[src/rtl/i2cm_pkg.sv]
package i2cm_pkg;
  typedef enum logic [3:0] {
    ST_IDLE,
    ST_START_A,
    ST_START_B,
    ST_RS_A,
    ST_RS_B,
    ST_STOP_A,
    ST_STOP_B,
    ST_STOP_C,
    ST_BIT_LO,
    ST_BIT_HI
  } eng_state_t;

  typedef enum logic [1:0] {
    XF_TX,
    XF_RX,
    XF_ACK
  } xfer_kind_t;
endpackage

[src/rtl/i2cm_baud.sv]
module i2cm_baud #(
  parameter int DIV_W = 7
) (
  input  logic             clk,
  input  logic             rst_n,
  input  logic             run,
  input  logic             hold,
  input  logic [DIV_W-1:0] reload,
  output logic             tick,
  output logic [DIV_W-1:0] cnt
);
  localparam logic [DIV_W-1:0] ZERO = '0;

  assign tick = run && !hold && (cnt == ZERO);

  always_ff @(posedge clk or negedge rst_n) begin
    if (!rst_n) begin
      cnt <= ZERO;
    end else if (!run) begin
      cnt <= reload;
    end else if (!hold) begin
      if (cnt == ZERO) cnt <= reload;
      else             cnt <= cnt - 1'b1;
    end
  end
endmodule

[src/rtl/i2cm_busmon.sv]
module i2cm_busmon (
  input  logic clk,
  input  logic rst_n,
  input  logic enable,
  input  logic scl_i,
  input  logic sda_i,
  output logic start_seen,
  output logic stop_seen,
  output logic bus_free
);
  logic scl_q, sda_q;
  logic start_det, stop_det;

  assign start_det = scl_i && scl_q && sda_q && !sda_i;
  assign stop_det  = scl_i && scl_q && !sda_q && sda_i;
  assign bus_free  = stop_seen || (!start_seen && !stop_seen);

  always_ff @(posedge clk or negedge rst_n) begin
    if (!rst_n) begin
      scl_q      <= 1'b1;
      sda_q      <= 1'b1;
      start_seen <= 1'b0;
      stop_seen  <= 1'b0;
    end else begin
      scl_q <= scl_i;
      sda_q <= sda_i;
      if (!enable) begin
        start_seen <= 1'b0;
        stop_seen  <= 1'b0;
      end else if (start_det) begin
        start_seen <= 1'b1;
        stop_seen  <= 1'b0;
      end else if (stop_det) begin
        start_seen <= 1'b0;
        stop_seen  <= 1'b1;
      end
    end
  end
endmodule

[src/rtl/i2cm_engine.sv]
module i2cm_engine
  import i2cm_pkg::*;
#(
  parameter int DATA_W = 8
) (
  input  logic              clk,
  input  logic              rst_n,
  input  logic              enable,
  input  logic              tick,
  input  logic              bus_free,
  input  logic              scl_i,
  input  logic              sda_i,
  input  logic              cmd_start,
  input  logic              cmd_rstart,
  input  logic              cmd_stop,
  input  logic              cmd_rcv,
  input  logic              cmd_ack,
  input  logic              ack_bit,
  input  logic              tx_wr,
  input  logic [DATA_W-1:0] tx_data,
  input  logic              rx_ready,
  input  logic              irq_clr,
  input  logic              wcol_clr,
  input  logic              bcol_clr,
  output logic              scl_pull,
  output logic              sda_pull,
  output logic              busy,
  output logic              irq,
  output logic              wcol,
  output logic              bcol,
  output logic              ack_status,
  output logic              rx_valid,
  output logic [DATA_W-1:0] rx_data
);
  localparam int BIT_W = $clog2(DATA_W + 1);
  localparam logic [BIT_W-1:0] LAST_DATA = BIT_W'(DATA_W - 1);
  localparam logic [BIT_W-1:0] ACK_SLOT  = BIT_W'(DATA_W);
  localparam logic [BIT_W-1:0] FIRST     = '0;

  eng_state_t         state;
  xfer_kind_t         xf;
  logic [DATA_W-1:0]  sr;
  logic [BIT_W-1:0]   bitn;
  logic               ack_q;

  logic idle, go, other_cmd;
  logic acc_start, acc_rstart, acc_stop, acc_tx, acc_rx, acc_ack;
  logic start_blocked, wcol_hit;
  logic bit_drive, last_bit, one_lost;

  assign idle      = (state == ST_IDLE);
  assign busy      = !idle;
  assign go        = enable && idle;
  assign other_cmd = cmd_start || cmd_rstart || cmd_stop;

  assign acc_start  = go && cmd_start;
  assign acc_rstart = go && !cmd_start && cmd_rstart;
  assign acc_stop   = go && !cmd_start && !cmd_rstart && cmd_stop;
  assign acc_tx     = go && !other_cmd && tx_wr;
  assign acc_rx     = go && !other_cmd && !tx_wr && cmd_rcv && !rx_valid;
  assign acc_ack    = go && !other_cmd && !tx_wr && !cmd_rcv && cmd_ack;

  assign start_blocked = !bus_free || !sda_i || !scl_i;
  assign wcol_hit      = enable && tx_wr && (!idle || other_cmd);

  always_comb begin
    bit_drive = 1'b0;
    last_bit  = 1'b0;
    one_lost  = 1'b0;
    unique case (xf)
      XF_TX: begin
        bit_drive = (bitn == ACK_SLOT) ? 1'b0 : !sr[DATA_W-1];
        last_bit  = (bitn == ACK_SLOT);
        one_lost  = (bitn != ACK_SLOT) && sr[DATA_W-1] && !sda_i;
      end
      XF_RX: begin
        bit_drive = 1'b0;
        last_bit  = (bitn == LAST_DATA);
      end
      default: begin
        bit_drive = !ack_q;
        last_bit  = 1'b1;
      end
    endcase
  end

  always_ff @(posedge clk or negedge rst_n) begin
    if (!rst_n) begin
      state      <= ST_IDLE;
      xf         <= XF_TX;
      sr         <= '0;
      bitn       <= FIRST;
      ack_q      <= 1'b0;
      scl_pull   <= 1'b0;
      sda_pull   <= 1'b0;
      irq        <= 1'b0;
      wcol       <= 1'b0;
      bcol       <= 1'b0;
      ack_status <= 1'b0;
      rx_valid   <= 1'b0;
      rx_data    <= '0;
    end else begin
      if (irq_clr)              irq      <= 1'b0;
      if (wcol_clr)             wcol     <= 1'b0;
      if (bcol_clr)             bcol     <= 1'b0;
      if (rx_valid && rx_ready) rx_valid <= 1'b0;
      if (wcol_hit)             wcol     <= 1'b1;

      if (!enable) begin
        state    <= ST_IDLE;
        scl_pull <= 1'b0;
        sda_pull <= 1'b0;
      end else begin
        unique case (state)
          ST_IDLE: begin
            if (acc_start) begin
              if (start_blocked) begin
                bcol <= 1'b1;
              end else begin
                state    <= ST_START_A;
                sda_pull <= 1'b1;
              end
            end else if (acc_rstart) begin
              state    <= ST_RS_A;
              sda_pull <= 1'b0;
              scl_pull <= 1'b1;
            end else if (acc_stop) begin
              state    <= ST_STOP_A;
              sda_pull <= 1'b1;
              scl_pull <= 1'b1;
            end else if (acc_tx || acc_rx || acc_ack) begin
              state    <= ST_BIT_LO;
              scl_pull <= 1'b1;
              bitn     <= FIRST;
              if (acc_tx) begin
                xf <= XF_TX;
                sr <= tx_data;
              end else if (acc_rx) begin
                xf <= XF_RX;
              end else begin
                xf    <= XF_ACK;
                ack_q <= ack_bit;
              end
            end
          end
          ST_START_A: if (tick) begin
            state    <= ST_START_B;
            scl_pull <= 1'b1;
          end
          ST_START_B: if (tick) begin
            state <= ST_IDLE;
            irq   <= 1'b1;
          end
          ST_RS_A: if (tick) begin
            state    <= ST_RS_B;
            scl_pull <= 1'b0;
          end
          ST_RS_B: if (tick) begin
            if (!sda_i) begin
              state <= ST_IDLE;
              bcol  <= 1'b1;
            end else begin
              state    <= ST_START_A;
              sda_pull <= 1'b1;
            end
          end
          ST_STOP_A: if (tick) begin
            state    <= ST_STOP_B;
            scl_pull <= 1'b0;
          end
          ST_STOP_B: if (tick) begin
            state    <= ST_STOP_C;
            sda_pull <= 1'b0;
          end
          ST_STOP_C: if (tick) begin
            state <= ST_IDLE;
            if (!sda_i) bcol <= 1'b1;
            else        irq  <= 1'b1;
          end
          ST_BIT_LO: begin
            sda_pull <= bit_drive;
            if (tick) begin
              state    <= ST_BIT_HI;
              scl_pull <= 1'b0;
            end
          end
          ST_BIT_HI: if (tick) begin
            if (one_lost) begin
              state    <= ST_IDLE;
              bcol     <= 1'b1;
              sda_pull <= 1'b0;
            end else if (last_bit) begin
              state    <= ST_IDLE;
              scl_pull <= 1'b1;
              irq      <= 1'b1;
              if (xf == XF_TX) ack_status <= sda_i;
              if (xf == XF_RX) begin
                rx_data  <= {sr[DATA_W-2:0], sda_i};
                rx_valid <= 1'b1;
              end
            end else begin
              state    <= ST_BIT_LO;
              scl_pull <= 1'b1;
              bitn     <= bitn + 1'b1;
              if (xf == XF_TX) sr <= {sr[DATA_W-2:0], 1'b0};
              else             sr <= {sr[DATA_W-2:0], sda_i};
            end
          end
          default: state <= ST_IDLE;
        endcase
      end
    end
  end

  logic unused_scl;
  assign unused_scl = scl_i;
endmodule

[src/rtl/i2c_cmd_master.sv]
module i2c_cmd_master #(
  parameter int DIV_W  = 7,
  parameter int DATA_W = 8
) (
  input  logic              clk,
  input  logic              rst_n,
  input  logic              enable,
  input  logic [DIV_W-1:0]  baud_div,
  input  logic              cmd_start,
  input  logic              cmd_rstart,
  input  logic              cmd_stop,
  input  logic              cmd_rcv,
  input  logic              cmd_ack,
  input  logic              ack_bit,
  input  logic              tx_wr,
  input  logic [DATA_W-1:0] tx_data,
  output logic [DATA_W-1:0] rx_data,
  output logic              rx_valid,
  input  logic              rx_ready,
  output logic              irq,
  input  logic              irq_clr,
  output logic              wcol,
  input  logic              wcol_clr,
  output logic              bcol,
  input  logic              bcol_clr,
  output logic              busy,
  output logic              ack_status,
  output logic              start_seen,
  output logic              stop_seen,
  output logic              bus_free,
  input  logic              scl_i,
  output logic              scl_pull,
  input  logic              sda_i,
  output logic              sda_pull
);
  logic             tick;
  logic             hold;
  logic [DIV_W-1:0] baud_cnt;

  assign hold = !scl_pull && !scl_i;

  i2cm_baud #(.DIV_W(DIV_W)) u_baud (
    .clk    (clk),
    .rst_n  (rst_n),
    .run    (busy),
    .hold   (hold),
    .reload (baud_div),
    .tick   (tick),
    .cnt    (baud_cnt)
  );

  i2cm_busmon u_mon (
    .clk        (clk),
    .rst_n      (rst_n),
    .enable     (enable),
    .scl_i      (scl_i),
    .sda_i      (sda_i),
    .start_seen (start_seen),
    .stop_seen  (stop_seen),
    .bus_free   (bus_free)
  );

  i2cm_engine #(.DATA_W(DATA_W)) u_eng (
    .clk        (clk),
    .rst_n      (rst_n),
    .enable     (enable),
    .tick       (tick),
    .bus_free   (bus_free),
    .scl_i      (scl_i),
    .sda_i      (sda_i),
    .cmd_start  (cmd_start),
    .cmd_rstart (cmd_rstart),
    .cmd_stop   (cmd_stop),
    .cmd_rcv    (cmd_rcv),
    .cmd_ack    (cmd_ack),
    .ack_bit    (ack_bit),
    .tx_wr      (tx_wr),
    .tx_data    (tx_data),
    .rx_ready   (rx_ready),
    .irq_clr    (irq_clr),
    .wcol_clr   (wcol_clr),
    .bcol_clr   (bcol_clr),
    .scl_pull   (scl_pull),
    .sda_pull   (sda_pull),
    .busy       (busy),
    .irq        (irq),
    .wcol       (wcol),
    .bcol       (bcol),
    .ack_status (ack_status),
    .rx_valid   (rx_valid),
    .rx_data    (rx_data)
  );
endmodule

[config.mk]
export PLATFORM = sky130hd
export DESIGN_NAME = i2c_cmd_master
export DESIGN_NICKNAME = d
export VERILOG_FILES = /design/src/rtl/i2cm_pkg.sv /design/src/rtl/i2cm_baud.sv /design/src/rtl/i2cm_busmon.sv /design/src/rtl/i2cm_engine.sv /design/src/rtl/i2c_cmd_master.sv
export SDC_FILE = /design/constraint.sdc
export NUM_CORES = 1
export LEC_CHECK = 0
export ABC_CLOCK_PERIOD_IN_PS = 2850
export BUFFER_PORTS_ARGS = -buffer_cell sky130_fd_sc_hd__buf_2
export CAP_MARGIN = 20
export CORE_ASPECT_RATIO = 1.25
export CORE_UTILIZATION = 55
export CTS_CLUSTER_SIZE = 16
export DETAILED_ROUTE_END_ITERATION = 7
export HOLD_SLACK_MARGIN = 0.12
export PLACE_DENSITY_LB_ADDON = 0.05
export SLEW_MARGIN = 0
export SYNTH_ARGS = -nofsm -noshare
export SYNTH_HDL_FRONTEND = slang
export SYNTH_SLANG_ARGS = --single-unit
[constraint.sdc]
create_clock -name clk -period 2.85 [get_ports clk]
set_input_delay 0.1425 -clock clk [delete_from_list [all_inputs] [get_ports clk]]
set_output_delay 0.1425 -clock clk [all_outputs]
set_load 0.05 [all_outputs]
==> results of run 1 <==
per-stage QoR:
| stage | setup slack [ns] | power, mW |
|---|---|---|
| floorplan | 0.539 | 2.20 |
| global placement | 0.363 | 2.56 |
| detailed placement | 0.303 | 2.58 |
| CTS | 0.305 | 3.01 |
| global route | 0.222 | 3.24 |
| finish | 0.303 | 3.00 |
worst register-to-register path, cell delays in order, from the launching register on:
cell	delay, ns
dfrtp_1	0.44
or4_4	0.59
nor3_4	0.24
a31oi_2	0.18
or3_1	0.61
mux2_4	0.38
flip-flops by register name, indices dropped and copies added (netlist names), 2 cells and up:
signal / cells
u_eng.sr: 8
u_eng.bitn: 4
u_eng.rx_data: 8
u_baud.cnt: 7
u_eng.xf: 2
u_eng.state: 4
power groups by stage:
stage	Sequential, mW	Combinational (mW)	Clock (mW)
3_3_place_gp	0.992	1.56	0
4_1_cts	0.986	1.60	0.423
5_1_grt	1.01	1.78	0.450
3_5_place_dp	0.995	1.59	0
6_report	0.986	1.60	0.410
2_1_floorplan	1.03	1.16	0
worst paths after layout:
| check | endpoint | cells after the start |
|---|---|---|
| worst min register to register | u_baud.cnt[0]$_DFFE_PN0P_ | 1 |
| min in group asynchronous | u_eng.rx_valid$_DFF_PN0_ | 2 |
| worst max register to register | u_eng.sr[4]$_DFFE_PN0P_ | 5 |
| max in group asynchronous | u_mon.sda_q$_DFF_PN1_ | 3 |
| worst max-delay path | u_eng.sr[4]$_DFFE_PN0P_ | 5 |
| worst min-delay path | u_baud.cnt[4]$_DFFE_PN0P_ | 3 |
area by class of cell:
class / count / area (µm²) / area share [%]
tap: 60 / 75.1 / 2.27
inverter: 17 / 63.8 / 1.93
multi-input combinational: 223 / 1510 / 45.8
clock inverter: 3 / 22.5 / 0.682
clock buffer: 5 / 68.8 / 2.08
timing repair buffer: 69 / 430 / 13.0
sequential: 45 / 1130 / 34.2
synthesized netlist by cell type, types with 3 or more instances:
master	count	area [µm²]
nand3_1	6	30.0
nor4_1	3	18.8
a32o_1	4	40.0
nand2b_1	5	31.3
a21oi_1	19	95.1
a22o_1	3	26.3
clkbuf_1	12	45.0
mux2_2	12	135
o22ai_1	4	25.0
nand3b_1	3	22.5
nor2_1	18	67.6
nor3_1	9	45.0
o31ai_1	7	52.6
or3_1	6	37.5
mux2_4	9	135
nand2_1	40	150
nor2b_1	5	31.3
ha_1	3	37.5
o21ai_0	19	95.1
mux2i_1	3	30.0
inv_1	16	60.1
a21o_1	4	30.0
dfrtp_1	43	1080
per-layer routing:
| metal | global-route usage, % | share of wire, % | vias to the layer above |
|---|---|---|---|
| li1 | - | - | 1216 |
| met1 | 34.3 | 46 | 1170 |
| met2 | 43.0 | 48 | 66 |
| met3 | 3.75 | 4.0 | 10 |
| met4 | 10.7 | 2.0 | 0 |
| met5 | 0 | 0 | - |
cell families after synthesis:
logic type                 after synthesis  synth area share (%)
and+or+nand+nor                        117                  22.9
xor gates and xnor gates                 1                 0.315
DFF                                     45                  40.5
muxes                                   24                  10.8
adders and majority gates                4                  1.71
buffers and inverters                   34                  5.17
AOI/OAI and AO/OA                       77                  18.6
==> metrics.yaml, run 1 <==
outcome: "finished clean"
powerDensity_nw_per_um2: 909
h-tree-depth: 2
diodes: 0
ir_worst_vdd_mv: 0.539
power_frac_comb_pct: 53.4
startpoint_type: "register"
drt_iter0_drc: 159
pwr-share-clk_pct: 13.7
cts_buffers: 5
clk_pin_slew_worst_paths_ns: 0.09
async_flop_share_pct: 100
final_cell_mix: "buf_2 (49), dfrtp_1 (43), nand2_1 (40), o21ai_0 (19), a21oi_1 (19)"
post-route-min-period_ns: 2.55
wire_per_inst_um: 15.0
place.gp.congestion: 0.854
vias_per_cell: 5.83
finalSetupViolCount: 0
die_h_um: 81.5
max_cap_viol_count: 0
design_area_um2: 3300
r2r-start: "u_baud.cnt[3]$_DFFE_PN0P_"
cp-startpoint: "u_baud.cnt[3]$_DFFE_PN0P_"
portBuffers: 49
fin_crit_sh_pct: 89.4
synth_fp_nets: 336
synth_seq_area_share_pct: 40.5
initial_utilization_pct: 58.0
max_slew_margin_pct: 51.8
worst_hold_path_type: "input port to register"
grt_usage_pct: 26.1
first_pass_iters: 4
hpwlAfterDp_um: 4520
seq_power_share_pct: 32.9
synth_edf_count: 0
clock-sinks: 45
placedCellCount: 404
synth-main-ff-cell: "dfrtp_1"
synth-seq-cells: 45
cts-hold-fix-buffers: 9
postCtsSetupBuffers: 0
hold_violations: 0
final_cells: 422
syn_area_um2: 2780
place_area_um2: 3100
rows: 28
final_common_cell: "buf_2"
tns_ns: 0
fillerInstances: 391
hold_path.startpoint: "baud_div[4]"
grt_pass1_vias: 2301
final_antenna_net_count: 0
crit_slowest_cell: "or3_1"
antenna_found_initial: 0
grt_start_max_net_pins: 46
critPathBufInv: 0
cp_max_fo: 8
die_w_um: 65.6
routed-via-count: 2462
totalWireLength_um: 6330
io-pin-count: 50
crit_chain: "or4_4 > nor3_4 > a31oi_2 > or3_1 > mux2_4"
drc: 0
ctsResizeCount: 0
cp.required_ns: 3.05
grt_pass1_wl_um: 10600
path_class: "register to register"
grt_setup_unrepaired: "false"
ys_warn_count: 0
syn_area_per_cell_um2: 9.22
die_area_um2: 5350
clockBufferDepth: 2
power.internal_mw: 1.68
fp.coreArea_um2: 4800
layout.nets: 395
power.share.switching_pct: 44.1
grt.overflow.total: 0
postSynthCellCount: 302
skew_ns: 0.00760
cts-root-buf: "clkbuf_8"
tightestPinTransition_ns: 0.718
critPathMaxStageDelay_ns: 0.61
leakagePower_nw: 1.58
critical_path.endpoint_type: "register"
cts_tree: "built"
critPathArrivalTime_ns: 2.74
area_delta_synth_final_pct: 18.6
fin_util_pct: 68.8
hold_ws_ns: 0.128
clk_latency_ns: 0.31
finalMaxSlewViolations: 0
fmax_ghz: 0.393
p_sw_mw: 1.32
reg2reg_slack_ns: 0.30
critPathTopFamily: "simple AND/OR/NAND/NOR gates"
final_layout_size_suffix_gt1_share_pct: 28.7
netlist-cell-type-count: 61
No activity file was read; power rests on OpenSTA's default activity.
==> inputs of run 2 (changes only) <==
ABC_CLOCK_PERIOD_IN_PS = 3000   (was 2850)
CTS_BUF_LIST = sky130_fd_sc_hd__clkbuf_16   (was default)
clock period = 3 ns   (was 2.85 ns; I/O delays follow)
==> metrics.yaml, run 2 (synthesis results as in run 1) <==
grt_usage_pct: 27.1  # was 26.1%
power.share.switching_pct: 43.0  # was 44.1%
rows: 28  # unchanged
clk_pin_slew_worst_paths_ns: 0.06  # was 0.09 ns
wire_per_inst_um: 16.2  # was 15.0 µm
place.gp.congestion: 0.882  # was 0.854
diodes: 0  # unchanged
top_usage_layer: "met2"  # unchanged
reg_top3: "u_eng.rx_data x8, u_eng.sr x8, u_baud.cnt x7"  # unchanged
power.internal_mw: 1.74  # was 1.68 mW
final_antenna_net_count: 0  # unchanged
antenna_found_initial: 0  # unchanged
io-pin-count: 50  # unchanged
h-tree-depth: 2  # unchanged
tns_ns: 0  # unchanged
grt_use_met2_pct: 43.8  # was 43.0%
rr_endpoint: "u_eng.rx_data[0]$_DFFE_PN0P_"  # was u_eng.sr[4]$_DFFE_PN0P_
outcome: "finished clean"  # unchanged
die_area_um2: 5350  # unchanged
leakagePower_nw: 1.60  # was 1.58 nW
grt_pass1_wl_um: 11100  # was 10600 µm
ctsResizeCount: 0  # unchanged
power_frac_comb_pct: 50.4  # was 53.4%
final_cell_mix: "buf_2 (49), dfrtp_1 (43), nand2_1 (40), o21ai_0 (19), a21oi_1 (19)"  # unchanged
hpwlAfterDp_um: 4780  # was 4520 µm
final_common_cell: "buf_2"  # unchanged
area_delta_synth_final_pct: 20.3  # was 18.6%
critPathArrivalTime_ns: 2.63  # was 2.74 ns
grt_pass1_vias: 2320  # was 2301
finalMaxSlewViolations: 0  # unchanged
fmax_ghz: 0.407  # was 0.393 GHz
drc: 0  # unchanged
grt.overflow.total: 0  # unchanged
hold_violations: 0  # unchanged
clk_latency_ns: 0.29  # was 0.31 ns
worst_hold_path_type: "input port to register"  # unchanged
post-route-min-period_ns: 2.46  # was 2.55 ns
use_met3_pct: 5.56  # was 3.75%
cts-root-buf: "clkbuf_16"  # was clkbuf_8
cts_buffers: 5  # unchanged
finalSetupViolCount: 0  # unchanged
r2r_cells: 5  # unchanged
startpoint_type: "register"  # unchanged
reg2reg_slack_ns: 0.54  # was 0.30 ns
totalWireLength_um: 6860  # was 6330 µm
die_w_um: 65.6  # unchanged
tightestPinTransition_ns: 0.735  # was 0.718 ns
grt_start_max_net_pins: 46  # unchanged
vias_per_cell: 6.00  # was 5.83
fp.coreArea_um2: 4800  # unchanged
die_h_um: 81.5  # unchanged
drt_iter0_drc: 246  # was 159
clock-sinks: 45  # unchanged
endpoint: "u_eng.rx_data[0]$_DFFE_PN0P_"  # was u_eng.sr[4]$_DFFE_PN0P_
initial_utilization_pct: 58.0  # unchanged
clockBufferDepth: 2  # unchanged
final_cells: 422  # unchanged
final_layout_size_suffix_gt1_share_pct: 29.0  # was 28.7%
fillerInstances: 400  # was 391
cts_tree: "built"  # unchanged
powerDensity_nw_per_um2: 909  # about the same
cp_max_fo: 9  # was 8
cp.required_ns: 3.17  # was 3.05 ns
max_cap_viol_count: 0  # unchanged
path_class: "register to register"  # unchanged
layout.nets: 395  # unchanged
seq_power_share_pct: 31.8  # was 32.9%
cp-startpoint: "u_baud.cnt[3]$_DFFE_PN0P_"  # unchanged
p_sw_mw: 1.31  # was 1.32 mW
max_slew_margin_pct: 50.6  # was 51.8%
pwr-share-clk_pct: 17.8  # was 13.7%
finalPower_mw: 3.04  # was 3.00 mW
grt_setup_unrepaired: "false"  # unchanged
met1_usage_pct: 35.2  # was 34.3%
r2r-start: "u_baud.cnt[3]$_DFFE_PN0P_"  # unchanged
skew_ns: 0.00688  # was 0.00760 ns
portBuffers: 49  # unchanged
placedCellCount: 406  # was 404
first_pass_iters: 4  # unchanged
ir_worst_vdd_mv: 0.556  # was 0.539 mV
fin_crit_sh_pct: 81.9  # was 89.4%
routed-via-count: 2533  # was 2462
critical_path.endpoint_type: "register"  # unchanged
==> run 2: per-stage QoR <==
stage / hold WS [ns] / setup slack [ns] / util [%] / cell area, µm²
detailed placement: 0.306 / 0.537 / 64.9 / 3110
floorplan: -0.146 / 0.689 / - / 2780
CTS: 0.141 / 0.534 / 69.3 / 3330
global route: 0.155 / 0.419 / 69.8 / 3350
global placement: 0.305 / 0.586 / 64.9 / 3110
finish: 0.143 / 0.544 / 69.8 / 3350
==> run 2: how the worst min path moves through the flow <==
stage	slack, ns	cells after the start	from	end
6_report	0.14	3	bcol_clr	u_eng.bcol$_DFF_PN0_
5_1_grt	0.16	3	bcol_clr	u_eng.bcol$_DFF_PN0_
4_1_cts	0.14	3	irq_clr	u_eng.irq$_DFF_PN0_
3_5_place_dp	0.31	1	scl_i	u_mon.scl_q$_DFF_PN1_
3_3_place_gp	0.30	1	scl_i	u_mon.scl_q$_DFF_PN1_
2_1_floorplan	-0.15	0	rst_n	u_baud.cnt[0]$_DFFE_PN0P_
==> run 2: layer usage <==
layer  vias up  wire [µm]
met4         0        114
li1       1208          -
met5         -          0
met2        92       3320
met1      1222       3070
met3        11        357
==> run 2: cell type report <==
type | instances | area, µm² | area share, %
timing repair buffer | 69 | 425 | 12.7
multi-input combinational | 223 | 1510 | 45.1
clock inverter | 3 | 18.8 | 0.561
clock buffer | 5 | 125 | 3.74
tap | 60 | 75.1 | 2.24
inverter | 17 | 63.8 | 1.91
sequential | 45 | 1130 | 33.7
==> run 2: timing repair <==
| item | in CTS | in global routing |
|---|---|---|
| hold endpoints to repair | 49 | 0 |
| hold buffers | 7 | 0 |
| setup buffers | 0 | 0 |
==> run 2: power groups by stage <==
stage          Clock (mW)  Combinational (mW)  Sequential, mW
2_1_floorplan           0                1.10           0.982
3_3_place_gp            0                1.48           0.967
3_5_place_dp            0                1.51           0.970
4_1_cts             0.549                1.52           0.966
5_1_grt             0.575                1.69           0.991
6_report            0.543                1.53           0.968
==> run 2: worst max-delay path, cell delays in order (launching register included) <==
cell,delay [ns]
dfrtp_1,0.42
or4_4,0.59
or3_1,0.54
nor3_4,0.27
nand3_4,0.19
mux2_4,0.33
==> inputs of run 3 (changes only) <==
ABC_AREA = 1   (was default)
ABC_CLOCK_PERIOD_IN_PS = 2100   (was 3000)
CORE_UTILIZATION = 51   (was 55)
clock period = 2.1 ns   (was 3 ns; I/O delays follow)
==> metrics.yaml, run 3 <==
syn_area_per_cell_um2: 7.13  # was 9.22 µm²
finalSetupViolCount: 0  # unchanged
grt_start_max_net_pins: 24  # was 46
design_area_um2: 3600  # was 3350 µm²
antenna_found_initial: 0  # unchanged
grt_pass1_wl_um: 11700  # was 11100 µm
area_delta_synth_final_pct: 17.9  # was 20.3%
synth_area_leaders: "dfrtp_1 (35%), nand2_1 (16%), inv_1 (7.0%)"  # was dfrtp_1 (39%), nand2_1 (5.4%), mux2_4 (4.9%)
diodes: 0  # unchanged
clock-sinks: 45  # unchanged
clk_latency_ns: 0.29  # about the same
ys_warn_count: 0  # unchanged
final_antenna_net_count: 0  # unchanged
grt_usage_pct: 24.1  # was 27.1%
path_class: "register to register"  # unchanged
reg_top3: "u_eng.rx_data x8, u_eng.sr x8, u_baud.cnt x7"  # unchanged
outcome: "finished, violations left"  # was finished clean
fp.coreArea_um2: 5780  # was 4800 µm²
violations: "DRC"
tightestPinTransition_ns: 0.667  # was 0.735 ns
synth_seq_area_share_pct: 37.0  # was 40.5%
layout.nets: 523  # was 395
powerDensity_nw_per_um2: 1160  # was 909 nW/µm²
syn_area_um2: 3050  # was 2780 µm²
rows: 31  # was 28
netlist-cell-type-count: 39  # was 61
first_pass_iters: 8  # was 4
die_w_um: 71.2  # was 65.6 µm
tns_ns: 0  # unchanged
synth_top_area_share_pct: 35.3  # was 38.7%
max_slew_margin_pct: 55.4  # was 50.6%
critPathArrivalTime_ns: 2.06  # was 2.63 ns
startpoint_type: "register"  # unchanged
postSynthCellCount: 428  # was 302
fin_crit_sh_pct: 89.6  # was 81.9%
postCtsSetupBuffers: 0  # unchanged
async_flop_share_pct: 100  # unchanged
final_common_cell: "nand2_1"  # was buf_2
synth-main-ff-cell: "dfrtp_1"  # unchanged
io-pin-count: 50  # unchanged
drc: 5  # was 0
final_cell_mix: "nand2_1 (130), inv_1 (59), buf_2 (49), nor2_1 (45), dfrtp_1 (43)"  # was buf_2 (49), dfrtp_1 (43), nand2_1 (40), o21ai_0 (19), a21oi_1 (19)
synth-seq-cells: 45  # unchanged
grt_pass1_vias: 2543  # was 2320
hold_violations: 0  # unchanged
leakagePower_nw: 1.93  # was 1.60 nW
fmax_ghz: 0.532  # was 0.407 GHz
max_cap_viol_count: 0  # unchanged
finalMaxSlewViolations: 0  # unchanged
cts_buffers: 5  # unchanged
fin_ws_ns: 0.219  # was 0.544 ns
final_layout_size_suffix_gt1_share_pct: 20.0  # was 29.0%
wire_per_inst_um: 13.1  # was 16.2 µm
synth_top_cell_by_area: "dfrtp_1"  # unchanged
hpwlAfterDp_um: 5480  # was 4780 µm
finalPower_mw: 4.16  # was 3.04 mW
ir_worst_vdd_mv: 0.680  # was 0.556 mV
cp_max_fo: 10  # was 9
die_h_um: 88.5  # was 81.5 µm
synth_fp_nets: 462  # was 336
place_area_um2: 3350  # was 3110 µm²
clockBufferDepth: 2  # unchanged
portBuffers: 49  # unchanged
worst_hold_path_type: "input port to register"  # unchanged
synth_common_cells: "nand2_1 (130), inv_1 (57), nor2_1 (46), dfrtp_1 (43), nand3_1 (24)"  # was dfrtp_1 (43), nand2_1 (40), a21oi_1 (19), o21ai_0 (19), nor2_1 (18)
post-route-min-period_ns: 1.88  # was 2.46 ns
initial_utilization_pct: 52.8  # was 58.0%
synth_edf_count: 0  # unchanged
vias_per_cell: 5.18  # was 6.00
cp.required_ns: 2.28  # was 3.17 ns
fin_util_pct: 62.2  # was 69.8%
cts_tree: "built"  # unchanged
grt_setup_unrepaired: "false"  # unchanged
cts-root-buf: "clkbuf_16"  # unchanged
drt_iter0_drc: 153  # was 246
pre_cts_slack_ns: 0.198  # was 0.537 ns
skew_ns: 0.00439  # was 0.00688 ns
yosys.cell_count.top_type: "nand2_1"  # was dfrtp_1
h-tree-depth: 2  # unchanged
die_area_um2: 6300  # was 5350 µm²
grt.overflow.total: 0  # unchanged
critical_path.endpoint_type: "register"  # unchanged
clk_pin_slew_worst_paths_ns: 0.06  # about the same
routed-via-count: 2882  # was 2533
place.gp.congestion: 0.959  # was 0.882
totalWireLength_um: 7310  # was 6860 µm
run 3: cell count changes in the layout (fill, tap and decap cells not counted), sizes merged, moves of 7 or more:
cell / delta
nor3: -11
or3: -7
o21ai: +9
inv: +51
nand3: +24
buf: -10
mux2: -20
nand2: +95
nand4: +22
nor2: +39
run 3: where the power goes:
group,total [mW],switching (mW),internal (mW)
clock network,0.761,0.329,0.432
registers,1.28,0.187,1.10
logic,2.12,1.46,0.654
total,4.16,1.98,2.18
run 3: per-stage QoR:
step	hold slack (ns)	cells
global placement	0.122	538
floorplan	-0.191	428
CTS	0.131	556
finish	0.126	556
global route	0.144	556
detailed placement	0.128	538
run 3: repair_timing:
item,in CTS,in global routing
hold buffers,10,0
gates resized for setup,0,1
endpoints found under the hold margin,29,0
setup endpoints to repair,0,4
run 3: worst paths after layout:
path	startpoint	endpoint	slack, ns	depth (start not counted)
worst min-delay path	bcol_clr	u_eng.bcol$_DFF_PN0_	0.13	4
worst min register to register	u_eng.scl_pull$_DFFE_PN0P_	u_eng.scl_pull$_DFFE_PN0P_	0.51	2
max in group asynchronous	rst_n	u_eng.xf[0]$_DFFE_PN0P_	1.25	3
min in group asynchronous	rst_n	u_eng.rx_data[0]$_DFFE_PN0P_	0.34	2
worst max register to register	u_eng.bitn[0]$_DFFE_PN0P_	u_eng.sr[1]$_DFFE_PN0P_	0.22	11
worst max-delay path	u_eng.bitn[0]$_DFFE_PN0P_	u_eng.sr[1]$_DFFE_PN0P_	0.22	11
run 3: cell type report:
class / instances / area, µm²
Clock buffer: 5 / 125
Clock inverter: 3 / 15.0
Fill cell: 542 / 2180
Inverter: 66 / 250
Multi-Input combinational cell: 309 / 1620
Sequential cell: 45 / 1130
Tap cell: 66 / 82.6
Timing Repair Buffer: 62 / 380
run 3: cell families after synthesis:
family / synth area share [%]
adder cells (fa/ha/maj): 1.23
XOR/XNOR: 0.862
AND/OR/NAND/NOR: 40.8
AO/OA/AOI/OAI: 9.60
multiplexers: 0.369
flip-flops: 37.0
buffers and inverters: 10.1
run 3: per-layer routing:
layer / up-vias / wire length, µm / global-route usage [%]
li1: 1491 / - / -
met2: 68 / 3770 / 44.0
met1: 1307 / 3140 / 28.2
met3: 16 / 266 / 4.67
met4: 0 / 138 / 8.73
met5: - / 0 / 0
run 3: worst max-delay path, cell delays in order (launching register included):
cell     delay (ns)
dfrtp_1        0.43
inv_1          0.08
ha_1           0.15
nand3_1        0.10
nand3_1        0.22
nand3_2        0.15
nand2_1        0.13
inv_4          0.05
nor2_8         0.18
nand3_4        0.14
nand2_1        0.09
nand2_1        0.05
